==> src/rtl/qdec_pkg.sv <==
// Shared mode encoding for the quadrature decoder.
// Assumes: codes not listed here are treated as disabled.
package qdec_pkg;
    typedef enum logic [2:0] {
        QM_OFF = 3'd0,
        QM_X1  = 3'd1,
        QM_X2  = 3'd2,
        QM_X4  = 3'd3,
        QM_CD  = 3'd4
    } qmode_e;
endpackage

==> src/rtl/qdec_sync.sv <==
// Multi-stage synchronizer for a bundle of asynchronous inputs.
// Assumes: each bit is sampled independently; no bus coherence is needed.
module qdec_sync #(
    parameter int W      = 2,
    parameter int STAGES = 2
) (
    input  logic         clk,
    input  logic         rst_n,
    input  logic [W-1:0] din,
    output logic [W-1:0] dout
);
    logic [W-1:0] chain [STAGES];

    // Shift raw inputs through the flop chain.
    always_ff @(posedge clk) begin
        if (!rst_n) begin
            for (int s = 0; s < STAGES; s++) chain[s] <= '0;
        end else begin
            chain[0] <= din;
            for (int s = 1; s < STAGES; s++) chain[s] <= chain[s-1];
        end
    end

    assign dout = chain[STAGES-1];
endmodule

==> src/rtl/qdec_tick.sv <==
// Filter tick generator: one-cycle tick every 2^psc clocks.
// Assumes: psc may change at any time; the next tick then follows the new rate.
module qdec_tick #(
    parameter int PSC_W = 2
) (
    input  logic             clk,
    input  logic             rst_n,
    input  logic [PSC_W-1:0] psc,
    output logic             tick
);
    localparam int DIV_W = (1 << PSC_W) - 1;

    logic [DIV_W-1:0] div_cnt;
    logic [DIV_W-1:0] mask;

    // Free-running divider counter.
    always_ff @(posedge clk) begin
        if (!rst_n) div_cnt <= '0;
        else        div_cnt <= div_cnt + 1'b1;
    end

    // Low psc bits of the divider select the tick period.
    always_comb begin
        for (int i = 0; i < DIV_W; i++) mask[i] = (i < int'(psc));
    end

    assign tick = ((div_cnt & mask) == '0);
endmodule

==> src/rtl/qdec_filter.sv <==
// Level filter: adopts the raw level after STABLE_TICKS consecutive
// ticks on which it differs from the held level.
// Assumes: raw is already synchronous to clk.
module qdec_filter #(
    parameter int STABLE_TICKS = 3
) (
    input  logic clk,
    input  logic rst_n,
    input  logic tick,
    input  logic raw,
    output logic lvl
);
    localparam int CW = $clog2(STABLE_TICKS + 1);

    logic [CW-1:0] run;

    // Count differing ticks; accept on the last one, restart on agreement.
    always_ff @(posedge clk) begin
        if (!rst_n) begin
            lvl <= 1'b0;
            run <= '0;
        end else if (tick) begin
            if (raw == lvl) begin
                run <= '0;
            end else if (run == CW'(STABLE_TICKS - 1)) begin
                lvl <= raw;
                run <= '0;
            end else begin
                run <= run + 1'b1;
            end
        end
    end
endmodule

==> src/rtl/qdec_decode.sv <==
// Transition decoder: compares filtered A/B with their previous values
// and issues registered up/down enables, direction and a sticky error.
// Assumes: fa/fb change at most once per clock each.
module qdec_decode
    import qdec_pkg::*;
(
    input  logic       clk,
    input  logic       rst_n,
    input  logic [2:0] mode,
    input  logic       fa,
    input  logic       fb,
    output logic       up,
    output logic       dn,
    output logic       dir,
    output logic       err
);
    logic pa, pb;
    logic da, db, only_a, only_b, both;
    logic fwd_a, fwd_b;
    logic up_c, dn_c, err_c;

    // Remember the previous filtered pair.
    always_ff @(posedge clk) begin
        if (!rst_n) begin
            pa <= 1'b0;
            pb <= 1'b0;
        end else begin
            pa <= fa;
            pb <= fb;
        end
    end

    assign da     = fa ^ pa;
    assign db     = fb ^ pb;
    assign only_a = da & ~db;
    assign only_b = db & ~da;
    assign both   = da & db;
    assign fwd_a  = fa ^ fb;
    assign fwd_b  = ~(fa ^ fb);

    // Select which transitions count under the configured mode.
    always_comb begin
        up_c  = 1'b0;
        dn_c  = 1'b0;
        err_c = 1'b0;
        case (mode)
            QM_X4: begin
                up_c  = (only_a & fwd_a) | (only_b & fwd_b);
                dn_c  = (only_a & ~fwd_a) | (only_b & ~fwd_b);
                err_c = both;
            end
            QM_X2: begin
                up_c  = only_a & fwd_a;
                dn_c  = only_a & ~fwd_a;
                err_c = both;
            end
            QM_X1: begin
                up_c  = only_a & fa & fwd_a;
                dn_c  = only_a & ~fa & ~fwd_a;
                err_c = both;
            end
            QM_CD: begin
                up_c  = da & fa & fb;
                dn_c  = da & fa & ~fb;
            end
            default: ;
        endcase
    end

    // Register enables, direction and sticky error.
    always_ff @(posedge clk) begin
        if (!rst_n) begin
            up  <= 1'b0;
            dn  <= 1'b0;
            dir <= 1'b1;
            err <= 1'b0;
        end else begin
            up  <= up_c;
            dn  <= dn_c;
            err <= err | err_c;
            if (up_c)      dir <= 1'b1;
            else if (dn_c) dir <= 1'b0;
        end
    end
endmodule

==> src/rtl/qdec_axis.sv <==
// One-axis filtered quadrature decoder: synchronizer, per-channel
// stability filter, and mode-driven transition decoder.
// Assumes: enc_a/enc_b are asynchronous; mode_cfg and flt_psc are quasi-static.
module qdec_axis #(
    parameter int SYNC_STAGES  = 2,
    parameter int STABLE_TICKS = 3,
    parameter int PSC_W        = 2
) (
    input  logic             clk,
    input  logic             rst_n,
    input  logic             enc_a,
    input  logic             enc_b,
    input  logic [2:0]       mode_cfg,
    input  logic [PSC_W-1:0] flt_psc,
    output logic             cnt_up,
    output logic             cnt_dn,
    output logic             dir_up,
    output logic             quad_err
);
    localparam int NCH = 2;

    logic [NCH-1:0] raw_s;
    logic [NCH-1:0] lvl_f;
    logic           ftick;

    qdec_sync #(.W(NCH), .STAGES(SYNC_STAGES)) sync_i (
        .clk (clk),
        .rst_n (rst_n),
        .din ({enc_b, enc_a}),
        .dout (raw_s)
    );

    qdec_tick #(.PSC_W(PSC_W)) tick_i (
        .clk (clk),
        .rst_n (rst_n),
        .psc (flt_psc),
        .tick (ftick)
    );

    for (genvar ch = 0; ch < NCH; ch++) begin : g_flt
        qdec_filter #(.STABLE_TICKS(STABLE_TICKS)) flt_i (
            .clk (clk),
            .rst_n (rst_n),
            .tick (ftick),
            .raw (raw_s[ch]),
            .lvl (lvl_f[ch])
        );
    end

    qdec_decode dec_i (
        .clk (clk),
        .rst_n (rst_n),
        .mode (mode_cfg),
        .fa (lvl_f[0]),
        .fb (lvl_f[1]),
        .up (cnt_up),
        .dn (cnt_dn),
        .dir (dir_up),
        .err (quad_err)
    );
endmodule

==> config.mk <==
export PLATFORM = sky130hd
export DESIGN_NAME = qdec_axis
export DESIGN_NICKNAME = d
export VERILOG_FILES = /design/src/rtl/qdec_pkg.sv /design/src/rtl/qdec_sync.sv /design/src/rtl/qdec_tick.sv /design/src/rtl/qdec_filter.sv /design/src/rtl/qdec_decode.sv /design/src/rtl/qdec_axis.sv
export SDC_FILE = /design/constraint.sdc
export NUM_CORES = 1
export LEC_CHECK = 0
export ABC_AREA = 1
export BUFFER_PORTS_ARGS = -buffer_cell sky130_fd_sc_hd__buf_2
export CAP_MARGIN = 40
export CORE_MARGIN = 3
export CORE_UTILIZATION = 58
export CTS_CLUSTER_DIAMETER = 200
export DETAILED_ROUTE_END_ITERATION = 16
export HOLD_SLACK_MARGIN = 0.15
export PLACE_DENSITY_LB_ADDON = 0.08
export RECOVER_POWER = 25
export SYNTH_ARGS = -nofsm -noshare
export SYNTH_HDL_FRONTEND = slang
export SYNTH_SLANG_ARGS = --single-unit
==> constraint.sdc <==
create_clock -name clk -period 3 [get_ports clk]
set_input_delay 0 -clock clk [delete_from_list [all_inputs] [get_ports clk]]
set_output_delay 0 -clock clk [all_outputs]
set_load 0.005 [all_outputs]
# Word-level counts from Yosys, hierarchy flattened
# Memories as Yosys holds them, arrays and structs flattened.
# Index checks and enable logic that the tools add are counted.
# word_totals
regBits,15
inputBits,9
latchBits,0
n_memories,1
ramBits,4
mem_bits_ro,0
# memory_table
memory,depth,word_bits,rd,rd_clocked_by_memory_dff,wr,line_no,text
sync_i.chain,2,2,2,0,2,qdec_sync.sv:12,logic [W-1:0] chain [STAGES];
# op_classes
div_mod_pow,0
shifts,0
n_addsub,3
multipliers,0
n_eq_ne,8
bitwise,31
magnitude_cmp,3
n_mux,11
n_reduce_logical,5
# op_table
cell,n
1-bit AND,14
2-bit 2-to-1 mux,6
1-bit NOT,8
1-bit case mux with 4 select lines,2
"3-bit by 2-bit == test with 1-bit output, second input constant",2
3-bit AND reduction,2
1-bit OR,5
"2-bit by 1-bit adder with 2-bit output, second input constant",2
"2-bit == test, second input constant",2
"1-bit by 2-bit less-than comparator with 1-bit output, first input constant",2
"3-bit by 1-bit adder with 3-bit output, second input constant",1
3-bit AND,1
"3-bit by 1-bit == test with 1-bit output, second input constant",1
"3-bit == test, second input constant",1
3-bit zero test,1
1-bit 2-to-1 mux,3
3-bit OR reduction,1
1-bit bitwise XOR,3
1-bit == test,2
"2-bit less-than comparator, first input constant",1
2-bit OR reduction,1

# Logic depth before layout (Yosys ltp)
# depth
word_depth,7
mapped_depth,10
mapped_depth_nobuf,10

# Cells and area by module
# From an unflattened synthesis, not the netlist that was laid out.
# unflattened
cells_unflattened,137
area_unflattened_um2,937.1
# modules_own_cells
mod,instances,area_each_um2,cells_per_inst
qdec_decode,1,382.9,56
qdec_filter,2,150.1,24
qdec_tick,1,128.9,19
qdec_sync,1,125.1,14

# Least setup slack after synthesis
# OpenSTA, ideal clock, no wires.
# synth_path
kind,register -> register
startpoint,register g_flt[0].flt_i.lvl
endpoint,register dec_i.dir
setup_ps,114
setup_slack_ps,1804
arrival_ps,1082
n_path_buf,0
path_stages_with_launch,7
period_less_slack_ps,1196
cell_sequence,dfxtp_1 > ha_1 > nand2_1 > nor2_1 > nand3_1 > nand4_1 > nand2_1
# synth_between
elab_chain_len,7
# synth_lines
item,line_no,text
from (decl),qdec_filter.sv:11,output logic lvl
from (signal assigned),qdec_filter.sv:26,lvl <= raw;
1-bit bitwise XOR,qdec_decode.sv:33,assign da = fa ^ pa;
1-bit NOT,qdec_decode.sv:36,assign only_b = db & ~da;
1-bit AND,qdec_decode.sv:36,
1-bit AND,qdec_decode.sv:48,up_c = (only_a & fwd_a) | (only_b & fwd_b);
1-bit OR,qdec_decode.sv:48,
1-bit case mux with 4 select lines,qdec_decode.sv:46,case (mode)
2-bit OR reduction (no line),n/a,
to (signal assigned),qdec_decode.sv:75,dir <= 1'b1;
to (signal assigned),qdec_decode.sv:81,if (up_c) dir <= 1'b1;
to (signal assigned),qdec_decode.sv:82,else if (dn_c) dir <= 1'b0;
to (decl),qdec_decode.sv:14,"output logic dir,"
# Parallel ways exist; a longest one is shown, timed or not.
# A chain may end at the register's enable or synchronous reset.

# Worst setup path in the final report
# layout_path
startpoint,register g_flt[0].flt_i.lvl
endpoint,register dec_i.dn
# layout_between
elab_chain_len,6
# layout_lines
item,line_no,text
1-bit bitwise XOR,qdec_decode.sv:33,
1-bit NOT,qdec_decode.sv:36,
1-bit AND,qdec_decode.sv:36,
1-bit AND,qdec_decode.sv:49,dn_c = (only_a & ~fwd_a) | (only_b & ~fwd_b);
1-bit OR,qdec_decode.sv:49,
1-bit case mux with 4 select lines *,qdec_decode.sv:46,
to (signal assigned),qdec_decode.sv:79,dn <= dn_c;
to (decl),qdec_decode.sv:13,"output logic dn,"
# Mark *: on every way between the ends. The rest lies on a longest branch, timed or not.

==> key figures <==
Route
  – Via-to-Cell Ratio: slightly below 5
  – DRC: 0
  – DRT antenna net count: 0
  – WL per Instance: 11.3 um
  – Routed wire length: about 1.9 mm
  – Via count: slightly above 800
  – TritonRoute pass-1 iters: 4
  – Number of DRC markers in iteration 0: 17

Synth
  – Ys flop type: dfxtp_1
  – Top post-synthesis cells by area: dfxtp_1, nand2_1, inv_1, nor2_1, nand2_2
  – Gate Count Post-Synth: 125
  – Post-synthesis sequential element count: 19
  – Cell area after synthesis: ~900 sq um
  – Share of the synthesized area in the top cell type: 42.3%
  – Mapped Nets: 136
  – Post-synth top area cell: dfxtp_1
  – Avg Cell Area, Syn: ~7.2 sq um
  – Sequential share of the synthesized area: ~42%
  – Async S/R FF share, synth: 0%
  – Number of synthesized flops with an enable pin: 0
  – Library cells used by synthesis: 22
  – Ys Warns: 0

CTS
  – CTS max path bufs: 2
  – CTS H-tree depth: 1
  – Root buf cell: clkbuf_4
  – Cts hold-fix bufs: 11
  – Clock sinks: 19
  – Inserted Clock Buffers: 3
  – Post-cts resize count: 0
  – Setup bufs post-CTS: 0
  – CTS tree: built
  – Clk pin slew, worst setup/hold paths: between 100 and 150 ps
  – Clk_lat worst skew: 300 ps

Global route
  – Gr usage total: between 20% and 30%
  – Vias in the first global route: 760
  – First-pass GRT wire length: around 3.1 mm
  – Largest net degree at the start of global routing: 13
  – Initial antenna violation count: 0
  – GRT Residual Overflow: 0

Hold path
  – Hold Crit Depth: 6
  – Hold Crit Class: in2reg
  – HP Start: flt_psc[0]
  – Hold Path Sink: g_flt[1].flt_i.run[1]

Timing
  – Final worst-path cycle share: 71.3%
  – Final Setup Violations: 0
  – RSZ-0062 raised after global routing: false
  – Fmax: 467 MHz
  – Max transition margin: around 70%
  – Setup TNS: 0 ps
  – Tmin final: approximately 2100 ps
  – Hold Fails Final Rpt: 0
  – Final Max Tran Viols: 0
  – Worst-Margin Slew: between 400 and 500 ps
  – Setup Skew: approximately 6 ps

Worst setup path
  – Reg2reg start: g_flt[0].flt_i.lvl
  – Worst path arrival time: between 2000 and 2500 ps
  – Setup crit end kind: register
  – Worst Setup Start Kind: register
  – Reg2Reg Setup Slack: about 860 ps
  – CP Max Fanout: 6
  – Worst R2R End: dec_i.dn
  – Worst EP required: between 3000 and 4000 ps
  – R2R depth: 5
  – CP Class: reg2reg

Job
  – MaxCap Viol Count: 0

Finish
  – Final nets: 162
  – Commonest non-fill, non-tap cell in the layout: nand2_1
  – Diode count: 0
  – Most frequent cells in the layout: nand2_1, dfxtp_1, inv_1
  – Area delta synth->final: 21.9%
  – Fillers: ~110
  – Share of layout cells above drive strength 1: roughly a fifth

Power and ir drop
  – Pwr dens: between 400 and 500 mW/mm^2
  – Peak VDD IR: 0.306 mV
  – Final Total Pwr: 449 uW
  – Leak Pwr: around 0.52 nW

Floorplan
  – Die Wd: ~45 um
  – DIE HEIGHT: around 45 um
  – Initial core utilization: 65.0%
  – Placeable Area: 0.00138 sq mm
  – Placement Rows: 13
  – # IOs: 13
  – Die area: around 0.0021 sq mm

Outcome
  – Outcome: complete, no violations

Place
  – Hpwl dp: 1.17 mm
  – I/O Buffers: 12
  – Gpl congestion: roughly 0.84
[how the worst max path moves through the flow]
stage | from | end | slack, ps | cells past startpoint
CTS | g_flt[0].flt_i.lvl | dec_i.dn | 910 | 5
floorplan | g_flt[0].flt_i.lvl | dec_i.dir | 1800 | 6
global placement | g_flt[0].flt_i.lvl | dec_i.dir | 1750 | 9
global route | g_flt[0].flt_i.lvl | dec_i.dn | 800 | 5
finish | g_flt[0].flt_i.lvl | dec_i.dn | 860 | 5
detailed placement | g_flt[0].flt_i.lvl | dec_i.dir | 1690 | 6
[where the power goes]
part	switching (mW)	internal (mW)	total [mW]
logic	0.0285	0.0231	0.0516
clock network	0.0791	0.0518	0.131
registers	0.00552	0.261	0.266
total	0.113	0.336	0.449
[synth_stat cells, types with 2 or more instances]
library cell,instances
nor3_1,3
o21ai_0,5
nand2_1,32
nand3_1,2
a21oi_1,6
nand2_2,5
nand3_2,3
nor2_1,12
nand4_1,3
ha_1,2
inv_2,4
nor2_2,2
dfxtp_1,19
xnor2_1,2
inv_1,18
[routing by layer]
| metal | up-vias | GRT usage (%) | part of all wire, % | routed length, um |
|---|---|---|---|---|
| met4 | 0 | 14.0 | 4.7 | 88 |
| met2 | 20 | 37.6 | 47 | 876 |
| met1 | 351 | 24.3 | 45 | 839 |
| met5 | - | 0 | 0 | 0 |
| li1 | 437 | - | - | - |
| met3 | 11 | 3.98 | 3.1 | 57 |
[area by class of cell]
type	instances	area, sq um	share of cell area [%]
multi-input combinational	81	412	37.6
clock buffer	4	26.3	2.40
tap	15	18.8	1.71
sequential	19	380	34.7
timing repair buffer	23	166	15.2
inverter	23	91.3	8.34
[cells by family (layout without fill, tap and decap cells)]
family                     count (synthesis)  count (layout)  share of synthesized area [%]
adders and majority gates                  2               2                           2.79
AOI/OAI and AO/OA                         14              14                           8.36
xor gates and xnor gates                   2               2                           1.95
and+or+nand+nor                           63              63                           32.7
buffers and inverters                     25              50                           11.8
DFF                                       19              19                           42.3
[flip-flops by register name, summed over array words and instances, names as in the netlist, 2 cells and up]
register	cells
g_flt.flt_i.lvl	2
g_flt.flt_i.run	4
sync_i.chain	4
tick_i.div_cnt	3
[worst max-delay path: stages, from the launching register on]
cell	delay, ps
dfxtp_1	460
ha_1	210
nand4_1	90
dlygate4sd3_1	610
a31oi_1	160
dlygate4sd3_1	550
[through the flow]
step	utilization [%]	hold slack, ps	setup WS, ps	cells	instance area [sq um]
after floorplan	-	97.6	1800	125	898
after global routing	79.2	178	799	165	1090
after detailed placement	69.6	186	1690	150	962
after global placement	69.6	181	1750	150	962
final	79.2	149	860	165	1090
after CTS	79.5	164	909	165	1100
(Power assumes the default switching activity.)
